File: src/rtl/spi_cfg_pkg.sv
package spi_cfg_pkg;

    localparam int DATA_W    = 8;
    localparam int ADDR_W    = 5;
    localparam int NCO_BYTES = 4;
    localparam int NUM_REGS  = 3 + NCO_BYTES;
    localparam int REG_COMMON = 0;
    localparam int REG_TX     = 1;
    localparam int REG_PLL    = 2;
    localparam int REG_NCO0   = 3;
    localparam int MODE_BIT   = 7;

    typedef enum logic [1:0] {
        ST_IDLE  = 2'd0,
        ST_INSTR = 2'd1,
        ST_WRITE = 2'd2,
        ST_READ  = 2'd3
    } xfer_state_t;

    // reset value of register idx; frequency bytes are 11h times their rank
    function automatic logic [DATA_W-1:0] reg_default(input int idx);
        logic [DATA_W-1:0] v;
        if (idx == REG_COMMON)      v = 8'h00;
        else if (idx == REG_TX)     v = 8'h87;
        else if (idx == REG_PLL)    v = 8'h10;
        else                        v = DATA_W'((idx - REG_NCO0 + 1) * 17);
        return v;
    endfunction

endpackage

File: src/rtl/spi_cfg_sync.sv
module spi_cfg_sync #(
    parameter int WIDTH = 3,
    parameter int STAGES = 2,
    parameter logic [WIDTH-1:0] RST_VAL = '0
) (
    input  logic             clk,
    input  logic             rst_n,
    input  logic [WIDTH-1:0] d,
    output logic [WIDTH-1:0] q
);
    logic [STAGES-1:0][WIDTH-1:0] pipe;

    always_ff @(posedge clk or negedge rst_n) begin
        if (!rst_n) begin
            for (int i = 0; i < STAGES; i++) pipe[i] <= RST_VAL;
        end else begin
            pipe[0] <= d;
            for (int i = 1; i < STAGES; i++) pipe[i] <= pipe[i-1];
        end
    end

    assign q = pipe[STAGES-1];
endmodule

File: src/rtl/spi_cfg_regfile.sv
module spi_cfg_regfile
    import spi_cfg_pkg::*;
(
    input  logic                       clk,
    input  logic                       rst_n,
    input  logic                       we,
    input  logic [ADDR_W-1:0]          waddr,
    input  logic [DATA_W-1:0]          wdata,
    input  logic [ADDR_W-1:0]          raddr,
    output logic [DATA_W-1:0]          rdata,
    output logic [NUM_REGS*DATA_W-1:0] regs_flat
);
    for (genvar g = 0; g < NUM_REGS; g++) begin : g_reg
        logic [DATA_W-1:0] q;
        always_ff @(posedge clk or negedge rst_n) begin
            if (!rst_n)
                q <= reg_default(g);
            else if (we && waddr == ADDR_W'(g))
                q <= wdata;
        end
        assign regs_flat[g*DATA_W +: DATA_W] = q;
    end

    // unmapped addresses fall through to zero
    always_comb begin
        rdata = '0;
        for (int i = 0; i < NUM_REGS; i++) begin
            if (raddr == ADDR_W'(i)) rdata = regs_flat[i*DATA_W +: DATA_W];
        end
    end
endmodule

File: src/rtl/spi_cfg_engine.sv
module spi_cfg_engine
    import spi_cfg_pkg::*;
(
    input  logic              clk,
    input  logic              rst_n,
    input  logic              sclk_s,
    input  logic              cs_n_s,
    input  logic              mosi_s,
    input  logic [DATA_W-1:0] rdata,
    output logic [ADDR_W-1:0] addr,
    output logic              we,
    output logic [DATA_W-1:0] wdata,
    output logic              out_bit,
    output logic              reading
);
    localparam int CNT_W = $clog2(DATA_W);

    xfer_state_t       state_q, state_d;
    logic              sclk_q;
    logic [DATA_W-2:0] rx_sh, tx_sh;
    logic [CNT_W-1:0]  rx_cnt, tx_cnt;
    logic              rise, fall, byte_done;
    logic [DATA_W-1:0] full_byte;

    assign rise      = sclk_s & ~sclk_q;
    assign fall      = ~sclk_s & sclk_q;
    assign byte_done = rise && (rx_cnt == CNT_W'(DATA_W - 1));
    assign full_byte = {rx_sh, mosi_s};

    // state register
    always_ff @(posedge clk or negedge rst_n) begin
        if (!rst_n) state_q <= ST_IDLE;
        else        state_q <= state_d;
    end

    // next state
    always_comb begin
        state_d = state_q;
        if (cs_n_s) begin
            state_d = ST_IDLE;
        end else begin
            unique case (state_q)
                ST_IDLE:  state_d = ST_INSTR;
                ST_INSTR: if (byte_done)
                              state_d = full_byte[DATA_W-1] ? ST_READ : ST_WRITE;
                ST_WRITE: state_d = ST_WRITE;
                ST_READ:  state_d = ST_READ;
            endcase
        end
    end

    // outputs
    always_comb begin
        we      = (state_q == ST_WRITE) && byte_done && !cs_n_s;
        wdata   = full_byte;
        reading = (state_q == ST_READ);
    end

    // shift, count and address datapath
    always_ff @(posedge clk or negedge rst_n) begin
        if (!rst_n) begin
            sclk_q  <= 1'b0;
            rx_sh   <= '0;
            tx_sh   <= '0;
            rx_cnt  <= '0;
            tx_cnt  <= '0;
            addr    <= '0;
            out_bit <= 1'b0;
        end else begin
            sclk_q <= sclk_s;
            if (state_q == ST_IDLE || cs_n_s) begin
                rx_cnt  <= '0;
                tx_cnt  <= '0;
                out_bit <= 1'b0;
            end else begin
                if (rise) begin
                    rx_sh  <= full_byte[DATA_W-2:0];
                    rx_cnt <= rx_cnt + CNT_W'(1);
                    if (byte_done && state_q == ST_INSTR)
                        addr <= full_byte[ADDR_W-1:0];
                    if (byte_done && state_q == ST_WRITE)
                        addr <= addr - ADDR_W'(1);
                end
                if (fall && state_q == ST_READ) begin
                    if (tx_cnt == '0) begin
                        out_bit <= rdata[DATA_W-1];
                        tx_sh   <= rdata[DATA_W-2:0];
                    end else begin
                        out_bit <= tx_sh[DATA_W-2];
                        tx_sh   <= {tx_sh[DATA_W-3:0], 1'b0};
                    end
                    tx_cnt <= tx_cnt + CNT_W'(1);
                    if (tx_cnt == CNT_W'(DATA_W - 1))
                        addr <= addr - ADDR_W'(1);
                end
            end
        end
    end
endmodule

File: src/rtl/spi_cfg_port.sv
module spi_cfg_port
    import spi_cfg_pkg::*;
#(
    parameter int SYNC_STAGES = 2
) (
    input  logic                      clk,
    input  logic                      rst_n,
    input  logic                      cs_n,
    input  logic                      sclk,
    input  logic                      sdio_in,
    output logic                      sdio_out,
    output logic                      sdio_oe,
    output logic                      sdo,
    output logic [DATA_W-1:0]         common_cfg,
    output logic [DATA_W-1:0]         tx_cfg,
    output logic [DATA_W-1:0]         pll_cfg,
    output logic [NCO_BYTES*DATA_W-1:0] nco_freq
);
    logic [2:0]                 sync_q;
    logic [ADDR_W-1:0]          addr;
    logic                       we;
    logic [DATA_W-1:0]          wdata, rdata;
    logic                       out_bit, reading, three_wire;
    logic [NUM_REGS*DATA_W-1:0] regs_flat;

    spi_cfg_sync #(.WIDTH(3), .STAGES(SYNC_STAGES), .RST_VAL(3'b100)) u_sync (
        .clk(clk), .rst_n(rst_n), .d({cs_n, sclk, sdio_in}), .q(sync_q)
    );

    spi_cfg_engine u_engine (
        .clk(clk), .rst_n(rst_n),
        .sclk_s(sync_q[1]), .cs_n_s(sync_q[2]), .mosi_s(sync_q[0]),
        .rdata(rdata), .addr(addr), .we(we), .wdata(wdata),
        .out_bit(out_bit), .reading(reading)
    );

    spi_cfg_regfile u_regs (
        .clk(clk), .rst_n(rst_n), .we(we), .waddr(addr), .wdata(wdata),
        .raddr(addr), .rdata(rdata), .regs_flat(regs_flat)
    );

    assign three_wire = regs_flat[REG_COMMON*DATA_W + MODE_BIT];
    assign sdio_oe    = three_wire & reading;
    assign sdio_out   = three_wire & reading & out_bit;
    assign sdo        = ~three_wire & reading & out_bit;

    assign common_cfg = regs_flat[REG_COMMON*DATA_W +: DATA_W];
    assign tx_cfg     = regs_flat[REG_TX*DATA_W +: DATA_W];
    assign pll_cfg    = regs_flat[REG_PLL*DATA_W +: DATA_W];
    assign nco_freq   = regs_flat[REG_NCO0*DATA_W +: NCO_BYTES*DATA_W];
endmodule

File: config.mk
export PLATFORM = sky130hd
export DESIGN_NAME = spi_cfg_port
export DESIGN_NICKNAME = d
export VERILOG_FILES = /design/src/rtl/spi_cfg_pkg.sv /design/src/rtl/spi_cfg_sync.sv /design/src/rtl/spi_cfg_regfile.sv /design/src/rtl/spi_cfg_engine.sv /design/src/rtl/spi_cfg_port.sv
export SDC_FILE = /design/constraint.sdc
export NUM_CORES = 1
export LEC_CHECK = 0
export BUFFER_PORTS_ARGS = -buffer_cell sky130_fd_sc_hd__buf_2
export CAP_MARGIN = 20
export CORE_MARGIN = 3
export CORE_UTILIZATION = 44
export DETAILED_ROUTE_END_ITERATION = 16
export PLACE_DENSITY = 0.7
export SLEW_MARGIN = 40
export SYNTH_ARGS = -nofsm -noshare
export SYNTH_HDL_FRONTEND = slang
export SYNTH_SLANG_ARGS = --single-unit
File: constraint.sdc
create_clock -name clk -period 3.4 [get_ports clk]
set_input_delay 0.17 -clock clk [delete_from_list [all_inputs] [get_ports clk]]
set_output_delay 0.17 -clock clk [all_outputs]
set_load 0.03 [all_outputs]
; ---- Word level (Yosys, flattened, before mapping)
; Index checks and enable logic that the tools add are counted.
[word_totals]
register_bits = 91
latchBits = 0
mem_bits_rw = 0
mem_bits_ro = 0
input_bits = 5
output_inout_bits = 59
word_cells = 87
memories = 0
[classes]
add_sub_neg = 3
n_mul = 0
n_div = 0
magnitude_cmp = 0
eq_ne = 12
shifts = 0
mux = 24
bitwise = 10
n_reduce_logical = 21
[op_table]
columns = cell, n
row1 = 2-to-1 mux 8 bit, 7
row2 = 2-to-1 mux 5 bit, 5
row3 = "== test 5 x 3 -> 1 bit, second input constant", 3
row4 = logical AND 1 bit, 12
row5 = 2-to-1 mux 3 bit, 4
row6 = "== test 5 x 2 -> 1 bit, second input constant", 2
row7 = one-hot mux 2 bit (4 select lines), 1
row8 = 2-to-1 mux 7 bit, 1
row9 = "adder 3 x 1 -> 3 bit, second input constant", 2
row10 = AND 1 bit, 6
row11 = "== test 3 bit, second input constant", 2
row12 = "== test 5 x 1 -> 1 bit, second input constant", 1
row13 = zero test 5 bit, 1
row14 = "subtractor 5 x 1 -> 5 bit, second input constant", 1
row15 = "== test 2 bit, second input constant", 2
row16 = 2-to-1 mux 1 bit, 4
row17 = 2-to-1 mux 2 bit, 2
row18 = inverter 1 bit, 4
row19 = AND reduction 2 bit, 2
row20 = nonzero test 2 bit, 2
row21 = zero test 3 bit, 1
row22 = "inequality test 3 x 2 -> 1 bit, second input constant", 1
row23 = "== test 2 x 1 -> 1 bit, second input constant", 1
row24 = zero test 2 bit, 1
row25 = other kinds (2), 2

; ---- Logic depth before layout (Yosys ltp)
; Gate-level depths: netlist of run 1.
[depth]
ltp_word = 11
ltp_mapped = 8
ltp_nobuf = 6

; ---- Hierarchy
; From an unflattened synthesis of run 1, not the netlist that was laid out.
[unflattened]
hier_cells = 372
area_unflattened_um2 = 4443.0
[by_module_without_submodules]
columns = mod, n_inst, cells_per_inst, area_per_inst_um2, seq_area_each_um2
row1 = spi_cfg_regfile, 1, 214, 2705.1, 1420.1
row2 = spi_cfg_engine, 1, 146, 1539.0, 725.7
row3 = spi_cfg_sync, 1, 9, 175.2, 152.6
row4 = spi_cfg_port, 1, 3, 23.8, 0.0

; ---- Worst setup path before layout of run 1
; No wires, ideal clock.
[synth_timing]
kind = reg-to-reg
from = reg u_engine.rx_cnt[0]
to = reg u_regs.g_reg[2].q[7]
setup_ns = 0.128
arrival_ns = 1.825
t_required_ns = 3.272
path_slack_ns = 1.447
stages_incl_launch_ff = 7
n_path_buf = 0
period_less_slack_ns = 1.953
cell_sequence = dfrtp_1 -> ha_1 -> ha_1 -> nand3b_2 -> nor4_2 -> nand2_1 -> mux2_1
[synth_between]
elab_chain_cells = 5
[synth_lines]
columns = item, line
row1 = start: declaration, spi_cfg_engine.sv:21  ; logic [CNT_W-1:0] rx_cnt, tx_cnt;
row2 = start signal: assignment, spi_cfg_engine.sv:78  ; rx_cnt <= rx_cnt + CNT_W'(1);
row3 = == test 3 bit, spi_cfg_engine.sv:27  ; assign byte_done = rise && (rx_cnt == CNT_W'(DATA_W - 1));
row4 = logical AND 1 bit, spi_cfg_engine.sv:27
row5 = logical AND 1 bit (2 in a row), spi_cfg_engine.sv:54  ; we = (state_q == ST_WRITE) && byte_done && !cs_n_s;
row6 = logical AND 1 bit, spi_cfg_regfile.sv:18  ; else if (we && waddr == ADDR_W'(g))
row7 = end signal: assignment, spi_cfg_regfile.sv:17  ; q <= reg_default(g);
row8 = end signal: assignment, spi_cfg_regfile.sv:19  ; q <= wdata;
row9 = end: declaration, spi_cfg_regfile.sv:14  ; logic [DATA_W-1:0] q;
; No other way between the ends.
; A chain may end at the register's enable or synchronous reset.

; ---- Final worst setup path of run 1
[layout_timing]
from = reg u_engine.addr[0]
to = reg u_engine.out_bit
[layout_between]
elab_chain_cells = 11
elab_cells_between_ends = 17
cone_classes = eq/ne: 6 / mux: 10 / reduce/logical: 1
[layout_lines]
columns = item, line
row1 = start: declaration, spi_cfg_engine.sv:10  ; output logic [ADDR_W-1:0] addr,
row2 = start signal: assignment, spi_cfg_engine.sv:80  ; addr <= full_byte[ADDR_W-1:0];
row3 = start signal: assignment, spi_cfg_engine.sv:82  ; addr <= addr - ADDR_W'(1);
row4 = start signal: assignment, spi_cfg_engine.sv:94  ; addr <= addr - ADDR_W'(1);
row5 = zero test 5 bit, spi_cfg_regfile.sv:28  ; if (raddr == ADDR_W'(i)) rdata = regs_flat[i*DATA_W +: DATA_W];
row6 = 2-to-1 mux 8 bit (6 in a row), spi_cfg_regfile.sv:28
row7 = 2-to-1 mux 8 bit *, spi_cfg_regfile.sv:28
row8 = 2-to-1 mux 1 bit *, spi_cfg_engine.sv:85  ; if (tx_cnt == '0) begin
row9 = 2-to-1 mux 1 bit *, spi_cfg_engine.sv:84  ; if (fall && state_q == ST_READ) begin
row10 = 2-to-1 mux 1 bit *, spi_cfg_engine.sv:71  ; if (state_q == ST_IDLE || cs_n_s) begin
row11 = end signal: assignment, spi_cfg_engine.sv:86  ; out_bit <= rdata[DATA_W-1];
row12 = end signal: assignment, spi_cfg_engine.sv:89  ; out_bit <= tx_sh[DATA_W-2];
row13 = end: declaration, spi_cfg_engine.sv:13  ; output logic out_bit,
; Mark *: on every way between the ends. The rest lies on a longest branch, timed or not. The select of a mux whose other input is x is not followed.

==> results of run 1 <==
[sequential cells by signal, indices dropped and copies added, names as in the netlist]
register          count
u_engine.addr         5
u_engine.tx_cnt       3
u_engine.rx_sh        7
u_engine.state_q      2
u_regs.g.q           56
u_sync.q              3
u_engine.tx_sh        7
u_sync.pipe           3
u_engine.rx_cnt       3
u_engine.sclk_q       1
u_engine.out_bit      1
[worst max-delay path: cells and delay by family, from the launching register on]
| kind | cells | cell delay [ns] |
|---|---|---|
| adders and majority gates | 1 | 0.62 |
| and+or+nand+nor | 1 | 0.55 |
| DFF | 1 | 0.45 |
| buffers and inverters | 1 | 0.16 |
| AOI/OAI and AO/OA | 3 | 0.70 |
[where the power goes]
| group | internal, mW | switching, mW |
|---|---|---|
| Combinational | 0.0713 | 0.0736 |
| Sequential | 1.14 | 0.158 |
| Clock | 0.363 | 0.398 |
| Total | 1.58 | 0.629 |
[placed cells by master, fill, tap and decap left out, types with 3 or more instances in the layout]
cell           count
nand2b_1           6
mux2_2            58
nor2b_1            9
dfrtp_1           74
dfstp_2           17
o22ai_1            6
o311ai_0           5
a31oi_1            3
a221o_1            8
inv_1             15
a2bb2oi_1          3
o2bb2ai_1          6
nor3b_1            9
a221oi_1           3
ha_1              10
a21oi_1           18
a22o_1             3
clkbuf_8          11
nand2_1           26
mux2i_1            3
nand2_4            3
buf_2             62
nor2_1            22
a32oi_1            7
dlygate4sd3_1      4
a211oi_1           7
mux2_1             3
o21ai_0           10
nor3_1             3
nand3_1            4
[worst min-delay path by stage]
stage	to	from	slack, ns
final	u_sync.q[0]	u_sync.pipe[0]	0.35
after global placement	u_sync.pipe[2]	cs_n	0.28
after detailed placement	u_sync.pipe[2]	cs_n	0.28
after global routing	u_sync.q[2]	u_sync.pipe[2]	0.37
after floorplan	u_engine.addr[0]	rst_n	-0.13
after CTS	u_sync.q[0]	u_sync.pipe[0]	0.35
[kinds of logic after synthesis]
family	after synthesis	synth area share (%)
xor+xnor	2	0.3796
mux	64	15.53
fa+ha+maj	10	2.711
compound gates	92	14.61
simple gates	102	13.01
buf+inv	40	3.957
flops	91	49.80
[metal layers]
metal	GRT usage, %	share of wire (%)	vias up
li1	-	-	1592
met1	33.79	47	1753
met2	31.16	46	134
met3	3.881	5.3	15
met4	7.484	1.7	0
met5	0	0	-
[timing repair]
action,CTS,global route
buffers inserted,0,0
hold buffers,4,0
setup endpoints to repair,0,0
endpoints found under the hold margin,77,0
[area by class of cell]
| cell class | count | area share (%) |
|---|---|---|
| Multi-Input combinational cell | 270 | 40.78 |
| Clock buffer | 11 | 2.696 |
| Sequential cell | 91 | 43.83 |
| Timing Repair Buffer | 69 | 7.230 |
| Tap cell | 133 | 3.173 |
| Inverter | 16 | 1.145 |
| Clock inverter | 5 | 1.145 |
[per-stage QoR]
stage | cell area (um^2) | worst slack (ns)
6_report | 5244 | 0.8632
5_1_grt | 5244 | 0.6498
4_1_cts | 5238 | 0.8927
3_5_place_dp | 4996 | 0.9061
3_3_place_gp | 4992 | 1.098
2_1_floorplan | 4616 | 1.447
==> results.yml, run 1 <==
cells_and_area:
  syn2layout_area_growth_pct: 13.61
  drive_above_1_share_pct: 36.58
  sequential_cell_area_um2: 2298
  layoutNonFillerInstCount: 595
  final_core_util_pct: 52.44
  nets: 472
  multi_input_area_um2: 2138
  fillers: 914
  antennaDiodeCount: 0
placement:
  gp_congestion: 0.9121
  io_buffers: 63
  post-place-cells: 575
  place_hpwl_um: 8497
yosys:
  postSynthAreaPerCell_um2: 11.51
  ys_seq_elements: 91
  synth_warnings: 0
  syn_area_um2: 4616
  syn_inst: 401
  synth_top_area_share_pct: 40.12
  syn_nets: 416
  synth_edf_count: 0
  synth.distinct_cells: 62
  synthArstFlopShare_pct: 100.0
  synth_common_cells: "dfrtp_1 (74), mux2_2 (58), nand2_1 (26)"
  post-synth-top-count-cell: "dfrtp_1"
  ys_seq_area_share_pct: 49.80
  yosysTopAreaCell: "dfrtp_1"
  ys.flop_type: "dfrtp_1"
  yosys-top-cells-area: "dfrtp_1 (40%), mux2_2 (14%), dfstp_2 (9.7%)"
critical_path:
  critPathCaptureType: "flip-flop"
  max_stage_delay_ns: 0.62
  start_kind: "flip-flop"
  critical_path_class: "reg2reg"
  reg2reg_depth: 6
  crit_chain: "inv_1 -> ha_1 -> nor2b_1 -> a221oi_1 -> o31ai_1 -> a221o_1"
  cpMaxStageDelayCell: "ha_1"
  crit_end: "u_engine.out_bit"
  reg2reg_slack_ns: 0.86
  rr_startpoint: "u_engine.addr[0]"
  required_ns: 3.71
  crit_arrival_ns: 2.84
  crit_path_start: "u_engine.addr[0]"
  r2r-end: "u_engine.out_bit"
  cp_max_fo: 17
power_and_ir_drop:
  irDropWorstVdd_mv: 0.2788
  pwr_density_cell_nw_per_um2: 420.7
  power_mw: 2.206
  p_leak_nw: 2.517
global_routing:
  grt_overflow: 0
  grt_max_degree: 92
  antenna_found_initial: 0
  grt.total_usage_pct: 22.01
  grt_pass1_vias: 3382
  grt_pass1_wl_um: 19670
clock_tree:
  htreeDepth: 3
  cts_sinks: 91
  cts.clk_slew.worst_paths_ns: 0.08
  clock_path_buffers: 2
  cts_root_buf: "clkbuf_8"
  numCtsBuffers: 9
  cts.repair.resized: 0
  cts_tree: "yes"
  clk_latency_ns: 0.38
timing:
  slew_violations: 0
  slew_headroom_pct: 49.74
  rsz0062_at_grt: "false"
  holdWs_ns: 0.3509
  fin_crit_ns: 2.537
  period_share_pct: 74.61
  worst_slew_pin_slew_ns: 0.7481
  hold_violations: 0
  fmax_ghz: 0.3942
  final.setup.tns_ns: 0
  setup_viol: 0
  finClkSkew_ns: 0.01701
routing:
  wl_per_cell_um: 20.28
  drtAntennaViolNets: 0
  dr.pass1.iters: 5
  drt_wl_total_um: 12070
  vias: 3494
  via_per_inst: 5.872
  drc_errors: 0
  drtIter0Drc: 303
die:
  die_area_um2: 11750
  die_x_um: 108.4
  fp-row-count: 36
  ioPinCount: 64
  die_h_um: 108.4
  core_um2: 10000
  start_util_pct: 46.16
run_status:
  status: "finished, final reports clean"
min_path:
  holdCritPathClass: "reg2reg"
  hold_path_depth: 0
run:
  drv_cap: 0
No activity file was read; power rests on OpenSTA's default activity.
==> inputs of run 2 (changes only) <==
clock period = 2.55 ns   (was 3.4 ns; I/O delays follow)
==> results.yml, run 2 (synthesized netlist as in run 1, its figures left out) <==
run_status:
  status: "finished, final reports clean"
routing:
  wl_per_cell_um: 19.12
  via_per_inst: 5.840
  drt_wl_total_um: 11570
  vias: 3533
  drtIter0Drc: 328
  drtAntennaViolNets: 0
  dr.pass1.iters: 5
  drc_errors: 0
global_routing:
  grt_max_degree: 48
  antenna_found_initial: 0
  grt.total_usage_pct: 21.08
  grt_pass1_wl_um: 18950
  grt_pass1_vias: 3442
  grt_overflow: 0
clock_tree:
  cts.repair.resized: 0
  cts.clk_slew.worst_paths_ns: 0.09
  cts_setup_buffers: 0
  htreeDepth: 3
  cts_hold_buf: 4
  clk_latency_ns: 0.36
  cts_root_buf: "clkbuf_8"
  cts_tree: "yes"
  numCtsBuffers: 9
  cts_sinks: 91
  clock_path_buffers: 2
placement:
  post-place-cells: 585
  io_buffers: 63
  gp_congestion: 0.8866
  place_hpwl_um: 8240
critical_path:
  rr_startpoint: "u_engine.rx_cnt[0]"
  crit_arrival_ns: 2.55
  reg2reg_depth: 6
  critPathCaptureType: "flip-flop"
  cp_max_fo: 8
  critical_path_class: "reg2reg"
  start_kind: "flip-flop"
  r2r-end: "u_regs.g_reg[0].q[5]"
  required_ns: 2.80
  reg2reg_slack_ns: 0.25
timing:
  slew_violations: 0
  fin_crit_ns: 2.296
  setup_viol: 0
  hold_violations: 0
  finClkSkew_ns: 0.01364
  period_share_pct: 90.04
  final.setup.tns_ns: 0
  rsz0062_at_grt: "false"
  slew_headroom_pct: 51.27
  fmax_ghz: 0.4356
  worst_slew_pin_slew_ns: 0.7253
die:
  fp-row-count: 36
  die_h_um: 108.4
  core_um2: 10000
  ioPinCount: 64
  die_x_um: 108.4
  start_util_pct: 46.16
  die_area_um2: 11750
run:
  drv_cap: 0
cells_and_area:
  mostFrequentLayoutCell: "dfrtp_1"
  layoutNonFillerInstCount: 605
  largest-register: "u_regs.g.q"
  reg.largest.list: "u_regs.g.q (56), u_engine.rx_sh (7), u_engine.tx_sh (7)"
  drive_above_1_share_pct: 37.29
  largest_reg_flops: 56
  antennaDiodeCount: 0
  fillers: 906
  nets: 482
  layout.cells.most_common_list: "dfrtp_1 (74), buf_2 (62), mux2_2 (58), nand2_1 (26), nor2_1 (22)"
  syn2layout_area_growth_pct: 14.64
power_and_ir_drop:
  p_leak_nw: 2.558
  pwr_density_cell_nw_per_um2: 531.5
  irDropWorstVdd_mv: 0.4038
min_path:
  holdCritPathClass: "in2async"
## run 2: cell types whose count changed in the layout (fill, tap and decap cells not counted)
cell	previous run	this run
buf_12	0	1
clkbuf_1	1	3
o21bai_1	0	1
buf_4	2	12
clkbuf_8	11	10
o21bai_2	1	0
bufinv_16	1	0
clkinvlp_4	1	0
## run 2: worst max-delay path, cell delays in order (launching register included)
cell and delay [ns]:
dfrtp_1 0.37, ha_1 0.16, ha_1 0.21, nand3b_2 0.22, nor4_2 0.49, nand2_1 0.36, mux2_2 0.37
## run 2: routing by layer
metal	global-route usage (%)	wire length, um
met1	31.02	5110
met2	31.42	5275
met3	4.239	958
met4	6.402	221
met5	0	0
## run 2: area by class of cell
class                           instances  area [um^2]  area share, %
Sequential cell                        91         2298          43.44
Multi-Input combinational cell        270         2135          40.34
Clock inverter                          3        22.52         0.4256
Inverter                               16        60.06          1.135
Timing Repair Buffer                   79        460.4          8.702
Tap cell                              133        166.4          3.145
Clock buffer                           13        148.9          2.814
## run 2: power by group
| group | switching (mW) | internal [mW] | leakage (nW) |
|---|---|---|---|
| Sequential | 0.202 | 1.52 | 1.17 |
| Clock | 0.500 | 0.387 | 0.0880 |
| Combinational | 0.100 | 0.100 | 1.30 |
| Total | 0.802 | 2.01 | 2.56 |
## run 2: metrics by stage
stage          hold slack [ns]  utilization, %  area (um^2)  setup slack [ns]  power, mW
2_1_floorplan          -0.1681               -         4616            0.5974      1.847
3_3_place_gp            0.1664           50.80         5080            0.2959      1.942
3_5_place_dp            0.1792           50.80         5080            0.2960      1.951
4_1_cts                 0.3144           52.92         5291            0.2810      2.839
5_1_grt                 0.3634           52.92         5291           0.05663      2.945
6_report                0.3206           52.92         5291            0.2541      2.812
## run 2: how the worst max path moves through the flow
stage | to | startpoint | cells past startpoint | slack, ns
floorplan | u_regs.g_reg[2].q[7] | u_engine.rx_cnt[0] | 6 | 0.60
global placement | u_regs.g_reg[0].q[3] | u_engine.rx_cnt[0] | 6 | 0.30
detailed placement | u_regs.g_reg[0].q[3] | u_engine.rx_cnt[0] | 6 | 0.30
CTS | u_regs.g_reg[0].q[5] | u_engine.rx_cnt[0] | 6 | 0.28
global route | u_regs.g_reg[0].q[1] | u_engine.rx_cnt[0] | 6 | 0.06
finish | u_regs.g_reg[0].q[5] | u_engine.rx_cnt[0] | 6 | 0.25
==> inputs of run 3 (changes only) <==
PLACE_DENSITY = 0.72   (was 0.7)
clock period = 1.95 ns   (was 2.55 ns; I/O delays follow)
==> results.yml, run 3 (synthesized netlist as in run 1, its figures left out) <==
clock_tree:
  cts.clk_slew.worst_paths_ns: 0.09
  cts_tree: "yes"
  clk_latency_ns: 0.37
  htreeDepth: 3
  cts_sinks: 91
  clock_path_buffers: 2
  cts_root_buf: "clkbuf_8"
  numCtsBuffers: 9
placement:
  place_area_um2: 5293
  gp_congestion: 0.8579
  post-place-cells: 610
  place_ws_ns: -0.01586
  place_hpwl_um: 8846
  io_buffers: 63
cells_and_area:
  finalInstanceArea_um2: 5672
  drive_above_1_share_pct: 44.29
  nets: 509
  antennaDiodeCount: 0
  layout.cells.most_common_list: "dfrtp_1 (73), buf_2 (62), mux2_2 (58), buf_4 (32)"
  mostFrequentLayoutCell: "dfrtp_1"
  syn2layout_area_growth_pct: 22.88
  largest-register: "u_regs.g.q"
  layoutNonFillerInstCount: 632
  largest_reg_flops: 56
  fillers: 855
  reg.largest.list: "u_regs.g.q (56), u_engine.rx_sh (7), u_engine.tx_sh (7)"
critical_path:
  required_ns: 2.21
  crit_arrival_ns: 2.15
  max_stage_delay_ns: 0.41
  start_kind: "flip-flop"
  path_delay_family: "simple AND/OR/NAND/NOR gates"
  crit_top_cell: "buf_4"
  critPathCaptureType: "flip-flop"
  crit_buf_inv: 2
  crit_chain: "or3_4 -> nor4_4 -> buf_4 -> nand2_2 -> buf_4 -> mux2_2"
  cp_max_fo: 4
  cpMaxStageDelayCell: "dfrtp_1"
  critical_path_class: "reg2reg"
die:
  ioPinCount: 64
  die_x_um: 108.4
  die_h_um: 108.4
  die_area_um2: 11750
  fp-row-count: 36
  core_um2: 10000
  start_util_pct: 46.16
global_routing:
  grt_max_degree: 49
  grt_pass1_wl_um: 19680
  grt.total_usage_pct: 21.93
  antenna_found_initial: 0
  grt_pass1_vias: 3562
  grt_overflow: 0
routing:
  via_per_inst: 5.750
  dr.pass1.iters: 5
  wl_per_cell_um: 19.47
  drc_errors: 0
  vias: 3634
  drtAntennaViolNets: 0
  drtIter0Drc: 334
  drt_wl_total_um: 12310
timing:
  finClkSkew_ns: 0.009796
  slew_violations: 0
  slew_headroom_pct: 60.42
  fmax_ghz: 0.5286
  setup_viol: 0
  timing.final.ws_setup_ns: 0.05806
  worst_slew_pin_slew_ns: 0.5938
  period_share_pct: 97.02
  holdWs_ns: 0.2662
  fin_crit_ns: 1.892
  hold_violations: 0
power_and_ir_drop:
  seq_power_share_pct: 56.5
  irDropWorstVdd_mv: 0.5154
  switching_power_mw: 1.144
  p_leak_nw: 2.742
  intPower_mw: 2.808
  clkPwrFrac_pct: 34.6
  combPwrFrac_pct: 8.9
  pwr_density_cell_nw_per_um2: 696.9
  swShare_pct: 28.94
run_status:
  status: "finished, final reports clean"
run:
  drv_cap: 0
min_path:
  holdCritPathClass: "in2async"
-- run 3: changes by cell type in the layout (fill, tap and decap cells not counted), moves of 3 or more --
cell     before  now
buf_4        12   32
buf_6         0    4
ha_1         10    6
ha_2          0    3
nand2_1      26   22
nand2_2       0    4
-- run 3: power by group through the flow --
stage	sequential [mW]	combinational, mW	clock (mW)
floorplan	2.09	0.323	0
global placement	2.25	0.332	0
detailed placement	2.25	0.341	0
CTS	2.22	0.349	1.39
global route	2.24	0.391	1.48
finish	2.23	0.353	1.37
-- run 3: worst register-to-register path, stage by stage, from the launching register on --
cell,delay (ns)
dfrtp_1,0.41
or3_4,0.42
nor4_4,0.27
buf_4,0.19
nand2_2,0.08
buf_4,0.16
mux2_2,0.27
-- run 3: per-layer routing --
layer,global-route usage [%],part of all wire (%),vias up,routed length [um]
li1,-,-,1675,-
met1,32.01,46,1798,5635
met2,31.86,46,133,5649
met3,4.478,5.4,28,668
met4,8.927,2.9,0,355
met5,0,0,-,0
-- run 3: cell type report --
cell class	instances	area (um^2)	share of cell area, %
sequential	91	2300	40.55
multi-input combinational	270	2226	39.25
timing repair buffer	106	710.7	12.53
tap	133	166.4	2.934
clock buffer	11	141.4	2.493
clock inverter	5	67.56	1.191
inverter	16	60.06	1.059
-- run 3: path summary, 6_finish.rpt --
check	from	end	slack, ns	depth (start not counted)
max	u_engine.addr[3]	u_regs.g_reg[3].q[3]	0.06	6
min	rst_n	u_engine.sclk_q	0.27	2
max reg2reg	u_engine.addr[3]	u_regs.g_reg[3].q[3]	0.06	6
min reg2reg	u_sync.pipe[0]	u_sync.q[0]	0.36	0
max in group asynchronous	rst_n	u_regs.g_reg[5].q[1]	0.95	3
min in group clk	u_sync.pipe[0]	u_sync.q[0]	0.36	0
-- run 3: what timing repair did --
action,4_1_cts,5_1_grt
endpoints found under the hold margin,38,0
hold buffers,4,0
pin swaps,1,2
setup buffers,1,1
resized for setup,5,23
endpoints found under the setup margin,17,47
-- run 3: metrics by stage --
| stage | setup TNS, ns | power (mW) | util (%) |
|---|---|---|---|
| after detailed placement | -0.01586 | 2.595 | 52.93 |
| final | 0 | 3.953 | 56.72 |
| after global placement | 0 | 2.579 | 52.93 |
| after CTS | 0 | 3.954 | 55.69 |
| after global routing | -0.1428 | 4.114 | 56.72 |
| after floorplan | -0.002644 | 2.415 | - |
